`src/rtl/plx_pkg.sv`:
```
package plx_pkg;
  typedef struct packed {
    logic hs;
    logic vs;
    logic swap;
  } plx_ctl_t;
endpackage

```
`src/rtl/lane_exchange.sv`:
```
module lane_exchange
  import plx_pkg::*;
#(
  parameter int DW  = 10,
  parameter int LAT = 3
) (
  input  logic          clk,
  input  logic          rst_n,
  input  logic          in_valid,
  input  logic          in_hs,
  input  logic          in_vs,
  input  logic [DW-1:0] in_odd,
  input  logic [DW-1:0] in_even,
  output logic          x_valid,
  output logic [DW-1:0] x_a,
  output logic [DW-1:0] x_b,
  output plx_ctl_t      d_ctl
);
  logic     line_par_q, line_par_d;
  logic     frame_par_q, frame_par_d;
  logic     swap_cur;
  logic     pair_en;
  plx_ctl_t x_ctl;
  plx_ctl_t dly [LAT];

  assign swap_cur = line_par_q ^ frame_par_q;
  assign pair_en  = in_valid;

  always_comb begin
    line_par_d  = line_par_q;
    frame_par_d = frame_par_q;
    if (in_vs) begin
      frame_par_d = ~frame_par_q;
      line_par_d  = 1'b0;
    end else if (in_hs) begin
      line_par_d = ~line_par_q;
    end
  end

  always_ff @(posedge clk or negedge rst_n) begin
    if (!rst_n) begin
      line_par_q  <= 1'b0;
      frame_par_q <= 1'b0;
      x_valid     <= 1'b0;
      x_ctl       <= '0;
    end else begin
      line_par_q  <= line_par_d;
      frame_par_q <= frame_par_d;
      x_valid     <= in_valid;
      x_ctl       <= '{hs: in_hs, vs: in_vs, swap: swap_cur};
    end
  end

  always_ff @(posedge clk or negedge rst_n) begin
    if (!rst_n) begin
      x_a <= '0;
      x_b <= '0;
    end else if (pair_en) begin
      x_a <= swap_cur ? in_even : in_odd;
      x_b <= swap_cur ? in_odd  : in_even;
    end
  end

  for (genvar g = 0; g < LAT; g++) begin : g_dly
    always_ff @(posedge clk or negedge rst_n) begin
      if (!rst_n)      dly[g] <= '0;
      else if (g == 0) dly[g] <= x_ctl;
      else             dly[g] <= dly[(g == 0) ? 0 : g-1];
    end
  end

  assign d_ctl = dly[LAT-1];

  assert_xchg_valid_R7: assert property (@(posedge clk) disable iff (!rst_n)
    in_valid |=> x_valid);

  assert_lane_perm_R2: assert property (@(posedge clk) disable iff (!rst_n)
    in_valid |=> ((x_a == $past(in_odd)  && x_b == $past(in_even)) ||
                  (x_a == $past(in_even) && x_b == $past(in_odd))));
endmodule

```
`src/rtl/lane_restore.sv`:
```
module lane_restore
  import plx_pkg::*;
#(
  parameter int DW = 10
) (
  input  logic          clk,
  input  logic          rst_n,
  input  logic          ret_valid,
  input  logic [DW-1:0] ret_a,
  input  logic [DW-1:0] ret_b,
  input  plx_ctl_t      d_ctl,
  input  logic          osd_en,
  input  logic [DW-1:0] osd_color,
  output logic          r_valid,
  output logic          r_hs,
  output logic          r_vs,
  output logic [DW-1:0] r_odd,
  output logic [DW-1:0] r_even,
  output logic          r_osd,
  output logic [DW-1:0] r_osd_color
);
  logic [DW-1:0] odd_d, even_d;

  always_comb begin
    odd_d  = d_ctl.swap ? ret_b : ret_a;
    even_d = d_ctl.swap ? ret_a : ret_b;
  end

  always_ff @(posedge clk or negedge rst_n) begin
    if (!rst_n) begin
      r_valid <= 1'b0;
      r_hs    <= 1'b0;
      r_vs    <= 1'b0;
    end else begin
      r_valid <= ret_valid;
      r_hs    <= d_ctl.hs;
      r_vs    <= d_ctl.vs;
    end
  end

  always_ff @(posedge clk or negedge rst_n) begin
    if (!rst_n) begin
      r_odd       <= '0;
      r_even      <= '0;
      r_osd       <= 1'b0;
      r_osd_color <= '0;
    end else if (ret_valid) begin
      r_odd       <= odd_d;
      r_even      <= even_d;
      r_osd       <= osd_en;
      r_osd_color <= osd_color;
    end
  end

  assert_restore_perm_R3: assert property (@(posedge clk) disable iff (!rst_n)
    ret_valid |=> ((r_odd == $past(ret_a) && r_even == $past(ret_b)) ||
                   (r_odd == $past(ret_b) && r_even == $past(ret_a))));
endmodule

```
`src/rtl/pixel_overlay.sv`:
```
module pixel_overlay #(
  parameter int DW    = 10,
  parameter int PAIRS = 512,
  parameter int LINES = 768,
  localparam int LW   = $clog2(LINES + 1),
  localparam int CW   = $clog2(PAIRS + 1)
) (
  input  logic          clk,
  input  logic          rst_n,
  input  logic          r_valid,
  input  logic          r_hs,
  input  logic          r_vs,
  input  logic [DW-1:0] r_odd,
  input  logic [DW-1:0] r_even,
  input  logic          r_osd,
  input  logic [DW-1:0] r_osd_color,
  input  logic [LW-1:0] blk_top,
  input  logic [LW-1:0] blk_bottom,
  input  logic [CW-1:0] blk_left,
  input  logic [CW-1:0] blk_right,
  input  logic [DW-1:0] black_code,
  output logic          out_valid,
  output logic [DW-1:0] out_odd,
  output logic [DW-1:0] out_even
);
  localparam logic [LW:0] LINES_X = (LW+1)'(LINES);
  localparam logic [CW:0] PAIRS_X = (CW+1)'(PAIRS);

  logic [LW-1:0] line_q, line_d;
  logic [CW-1:0] col_q, col_d;
  logic          in_border;
  logic [DW-1:0] odd_d, even_d;

  always_comb begin
    line_d = line_q;
    col_d  = col_q;
    if (r_vs) begin
      line_d = '1;
      col_d  = '0;
    end else if (r_hs) begin
      line_d = line_q + 1'b1;
      col_d  = '0;
    end else if (r_valid) begin
      col_d = col_q + 1'b1;
    end
  end

  always_comb begin
    in_border = (line_q < blk_top) ||
                (({1'b0, line_q} + {1'b0, blk_bottom}) >= LINES_X) ||
                (col_q < blk_left) ||
                (({1'b0, col_q} + {1'b0, blk_right}) >= PAIRS_X);
    if (in_border) begin
      odd_d  = black_code;
      even_d = black_code;
    end else if (r_osd) begin
      odd_d  = r_osd_color;
      even_d = r_osd_color;
    end else begin
      odd_d  = r_odd;
      even_d = r_even;
    end
  end

  always_ff @(posedge clk or negedge rst_n) begin
    if (!rst_n) begin
      line_q    <= '1;
      col_q     <= '0;
      out_valid <= 1'b0;
    end else begin
      line_q    <= line_d;
      col_q     <= col_d;
      out_valid <= r_valid;
    end
  end

  always_ff @(posedge clk or negedge rst_n) begin
    if (!rst_n) begin
      out_odd  <= '0;
      out_even <= '0;
    end else if (r_valid) begin
      out_odd  <= odd_d;
      out_even <= even_d;
    end
  end

  assert_out_follow_R7: assert property (@(posedge clk) disable iff (!rst_n)
    r_valid |=> out_valid);

  assert_out_idle_R7: assert property (@(posedge clk) disable iff (!rst_n)
    !r_valid |=> !out_valid);
endmodule

```
`src/rtl/pixel_lane_exchanger.sv`:
```
module pixel_lane_exchanger
  import plx_pkg::*;
#(
  parameter int DW       = 10,
  parameter int PAIRS    = 512,
  parameter int LINES    = 768,
  parameter int PROC_LAT = 3,
  localparam int LW      = $clog2(LINES + 1),
  localparam int CW      = $clog2(PAIRS + 1)
) (
  input  logic          clk,
  input  logic          rst_n,
  input  logic          in_valid,
  input  logic          in_hs,
  input  logic          in_vs,
  input  logic [DW-1:0] in_odd,
  input  logic [DW-1:0] in_even,
  output logic          xch_valid,
  output logic [DW-1:0] xch_a,
  output logic [DW-1:0] xch_b,
  input  logic          ret_valid,
  input  logic [DW-1:0] ret_a,
  input  logic [DW-1:0] ret_b,
  input  logic          osd_en,
  input  logic [DW-1:0] osd_color,
  input  logic [LW-1:0] blk_top,
  input  logic [LW-1:0] blk_bottom,
  input  logic [CW-1:0] blk_left,
  input  logic [CW-1:0] blk_right,
  input  logic [DW-1:0] black_code,
  output logic          out_valid,
  output logic [DW-1:0] out_odd,
  output logic [DW-1:0] out_even
);
  plx_ctl_t      d_ctl;
  logic          r_valid, r_hs, r_vs, r_osd;
  logic [DW-1:0] r_odd, r_even, r_osd_color;

  lane_exchange #(.DW(DW), .LAT(PROC_LAT)) u_xchg (
    .clk(clk), .rst_n(rst_n),
    .in_valid(in_valid), .in_hs(in_hs), .in_vs(in_vs),
    .in_odd(in_odd), .in_even(in_even),
    .x_valid(xch_valid), .x_a(xch_a), .x_b(xch_b),
    .d_ctl(d_ctl)
  );

  lane_restore #(.DW(DW)) u_rest (
    .clk(clk), .rst_n(rst_n),
    .ret_valid(ret_valid), .ret_a(ret_a), .ret_b(ret_b),
    .d_ctl(d_ctl), .osd_en(osd_en), .osd_color(osd_color),
    .r_valid(r_valid), .r_hs(r_hs), .r_vs(r_vs),
    .r_odd(r_odd), .r_even(r_even),
    .r_osd(r_osd), .r_osd_color(r_osd_color)
  );

  pixel_overlay #(.DW(DW), .PAIRS(PAIRS), .LINES(LINES)) u_ovl (
    .clk(clk), .rst_n(rst_n),
    .r_valid(r_valid), .r_hs(r_hs), .r_vs(r_vs),
    .r_odd(r_odd), .r_even(r_even),
    .r_osd(r_osd), .r_osd_color(r_osd_color),
    .blk_top(blk_top), .blk_bottom(blk_bottom),
    .blk_left(blk_left), .blk_right(blk_right),
    .black_code(black_code),
    .out_valid(out_valid), .out_odd(out_odd), .out_even(out_even)
  );
endmodule

```
`config.mk`:
```
export PLATFORM = sky130hd
export DESIGN_NAME = pixel_lane_exchanger
export DESIGN_NICKNAME = d
export VERILOG_FILES = /design/src/rtl/plx_pkg.sv /design/src/rtl/lane_exchange.sv /design/src/rtl/lane_restore.sv /design/src/rtl/pixel_overlay.sv /design/src/rtl/pixel_lane_exchanger.sv
export SDC_FILE = /design/constraint.sdc
export NUM_CORES = 1
export LEC_CHECK = 0
export BUFFER_PORTS_ARGS = -buffer_cell sky130_fd_sc_hd__buf_2
export CORE_UTILIZATION = 40
export DETAILED_ROUTE_END_ITERATION = 7
export PLACE_DENSITY = 0.65
export SLEW_MARGIN = 20
export SYNTH_ARGS = -nofsm -noshare
export SYNTH_HDL_FRONTEND = slang
export SYNTH_SLANG_ARGS = --single-unit
```
`constraint.sdc`:
```
create_clock -name clk -period 2.62 [get_ports clk]
set_input_delay 0.655 -clock clk [delete_from_list [all_inputs] [get_ports clk]]
set_output_delay 0.655 -clock clk [all_outputs]
set_load 0.02 [all_outputs]
```
==> results.ini <==
[status]
outcome = finished clean

[detailed_routing]
drc = 0
drt-pass1-iter-count = 5
wl_um = 14000
first_iter_violations = 174
vias = 4750
drt-wirelength-per-cell_um = 15.4
ant_nets = 0
vias_per_cell = 5.21

[final_layout]
nets = 871
syn2layout_area_growth_pct = 25.9
final_cells = 912
n_fill_cell = 1359
drive_gt1_share_pct = 34.4

[clock_tree]
cts_tree = done
clk_latency_ns = 0.34
cts_buffer_depth = 2
htreeDepth = 3
cts_sinks = 110
root_buffer = clkbuf_16
numCtsBuffers = 9
postCtsHoldBufs = 0
clk_pin_slew_worst_paths_ns = 0.07

[die]
die_w_um = 124
coreArea_um2 = 14500
io_pins = 149
num_rows = 44
die_h_um = 124
initial_utilization_pct = 41.1
die_area_um2 = 15400

[global_route]
grt_pass1_wl_um = 22300
grt_max_degree = 104
grt_usage_pct = 18.7
antenna_found_initial = 0
grt.overflow.total = 0
first_global_vias = 4747

[min_path]
hp-class = in2async

[synth]
synthCells = 562
synthFlopType = dfrtp_1
synthesis.area_um2 = 5970
synth_edf_count = 0
ys_warn_count = 0
syn-num-nets = 711
yosysSeqAreaShare_pct = 46.3
yosysUniqueCellTypes = 48
avgSynthCellArea_um2 = 10.6
synth-async-reset-ratio_pct = 100
ys_seq_elements = 110

[sta]
tightest_slew_ns = 0.650
slew_violations = 0
worst_hold_slack_ns = 0.127
finalCriticalPeriod_ns = 2.60
max_freq_ghz = 0.385
rsz0062_at_grt = true
setup_viol = 0
hold_violations = 0
clock_skew_ns = 0.0114
post-route-period-util_pct = 99.2
slew_headroom_pct = 56.6
fin_ws_ns = 0.0208

[pwr]
p_int_uw = 3570
power.switching_uw = 1720
switching_share_pct = 32.6
pwr-share-clk_pct = 26.1
pwr_density_cell_nw_per_um2 = 704
leakage_uw = 0.00356
seq_power_share_pct = 41.6
pwr-share-comb_pct = 32.2
worst_ir_drop_vdd_v = 0.000396

[placed_design]
pre_cts_slack_ns = -0.414
dpl.hpwl_um = 10400
placement.io_buffers = 148
place_congestion = 0.836
placed_cells = 891

[run]
cap_viol_max_count = 0

[worst_setup_path]
worstPathArrival_ns = 2.85
critPathLaunchType = input port
required_ns = 2.87
endpoint_kind = flip-flop
worstPathMaxFanout = 10
crit_type = in2reg

## flip-flops by register name, indices dropped and copies added, names as in the netlist
name                flops
u_ovl.col_q            10
u_ovl.line_q           10
u_ovl.out_even         10
u_ovl.out_odd          10
u_ovl.out_valid         1
u_rest.r_even          10
u_rest.r_hs             1
u_rest.r_odd           10
u_rest.r_osd            1
u_rest.r_osd_color     10
u_rest.r_valid          1
u_rest.r_vs             1
u_xchg.d_ctl            3
u_xchg.dly              6
u_xchg.frame_par_q      1
u_xchg.line_par_q       1
u_xchg.x_a             10
u_xchg.x_b             10
u_xchg.x_ctl            3
u_xchg.x_valid          1
## logic make-up (layout without fill, tap and decap cells)
| group | count (synthesis) | count (layout) | synth area share [%] |
|---|---|---|---|
| compound gates | 120 | 120 | 14.5 |
| xor+xnor | 19 | 19 | 2.79 |
| fa+ha+maj | 42 | 42 | 9.05 |
| buf+inv | 50 | 215 | 3.42 |
| flops | 110 | 110 | 46.3 |
| mux | 72 | 72 | 12.3 |
| other cells | 0 | 1 | 0 |
| simple gates | 149 | 149 | 11.6 |
## Yosys cell counts (2+ instances only)
master | count | area, um2
buf_2 | 4 | 20.0
nand3_1 | 6 | 30.0
a31oi_1 | 2 | 12.5
and3_1 | 8 | 50.1
mux2_2 | 11 | 124
dfrtp_1 | 100 | 2500
ha_1 | 40 | 500
or3_1 | 2 | 12.5
a311oi_2 | 10 | 150
nand2_1 | 18 | 67.6
xnor2_1 | 5 | 43.8
nor2_1 | 76 | 285
mux2i_1 | 61 | 611
a21o_1 | 3 | 22.5
a311oi_1 | 10 | 87.6
dfstp_2 | 10 | 263
a41oi_1 | 8 | 70.1
buf_1 | 3 | 11.3
fa_1 | 2 | 40.0
nor4_1 | 2 | 12.5
inv_1 | 19 | 71.3
clkbuf_1 | 22 | 82.6
nor2b_1 | 3 | 18.8
a41oi_2 | 2 | 32.5
o21ai_0 | 13 | 65.1
xor2_1 | 14 | 123
nand2b_1 | 20 | 125
nand4_1 | 7 | 43.8
a211oi_1 | 4 | 30.0
nor3_1 | 3 | 15.0
a21oi_1 | 57 | 285
## stage by stage
step	TNS (ns)	total power (uW)	util [%]	area (um2)
6_report	0	5290	51.7	7520
2_1_floorplan	0	3330	-	6010
3_3_place_gp	-5.80	3850	48.7	7080
5_1_grt	-1.48	5630	51.7	7510
4_1_cts	0	5330	51.0	7410
3_5_place_dp	-7.34	3910	48.7	7080
## layout make-up
class / count / area (um2) / area share [%]
antenna: 1 / 2.50 / 0.0333
clock buffer: 13 / 260 / 3.46
clock inverter: 3 / 42.5 / 0.566
inverter: 19 / 71.3 / 0.949
multi-input combinational: 402 / 3110 / 41.4
sequential: 110 / 2770 / 36.8
tap: 184 / 230 / 3.06
timing repair buffer: 180 / 1030 / 13.8
## cell usage in the layout (no fill, tap or decap), types with 11 or more instances in the layout
master,instances
nand2b_1,20
xor2_1,13
inv_1,19
ha_1,38
mux2_2,11
buf_4,28
buf_2,147
nand2_1,18
mux2i_1,61
o21ai_0,11
dfrtp_1,99
a21oi_1,55
a311oi_2,14
nor2_1,75
## critical path: stages
cell and delay [ns]:
buf_2 0.12, ha_4 0.16, fa_2 0.33, a21oi_2 0.16
nor2_2 0.06, o311ai_1 0.23, nand4_1 0.18, a2111oi_4 0.28
buf_6 0.21, a41oi_1 0.19, a311oi_2 0.27
## per-layer routing
| metal | GRT usage, % | share of wire, % | vias to the layer above |
|---|---|---|---|
| met2 | 29.6 | 46 | 146 |
| met5 | 0 | 0 | - |
| li1 | - | - | 2344 |
| met4 | 6.18 | 1.2 | 0 |
| met3 | 4.03 | 6.4 | 14 |
| met1 | 25.5 | 46 | 2246 |
## power by group through the flow
| stage | Combinational, uW | Clock [uW] | Sequential [uW] |
|---|---|---|---|
| 4_1_cts | 1700 | 1420 | 2200 |
| 5_1_grt | 1890 | 1500 | 2240 |
| 3_5_place_dp | 1680 | 0 | 2230 |
| 6_report | 1710 | 1380 | 2200 |
| 3_3_place_gp | 1640 | 0 | 2220 |
| 2_1_floorplan | 1000 | 0 | 2330 |
## final timing paths
kind	slack [ns]	cells past startpoint	start	end
max	0.02	11	blk_bottom[0]	u_ovl.out_even[7]
min	0.13	1	rst_n	u_rest.r_even[9]
max reg2reg	0.05	10	u_ovl.col_q[0]	u_ovl.out_even[7]
min reg2reg	0.35	0	u_xchg.dly[6]	u_xchg.dly[3]
max in group asynchronous	1.73	2	rst_n	u_rest.r_valid
min in group clk	0.35	0	u_xchg.dly[6]	u_xchg.dly[3]
## timing repair
action,4_1_cts,5_1_grt
setup buffers,0,1
hold endpoints to repair,0,0
pin swaps,0,1
setup endpoints to repair,13,20
cloned,0,3
resized for setup,6,13
No activity file was read; power rests on OpenSTA's default activity.
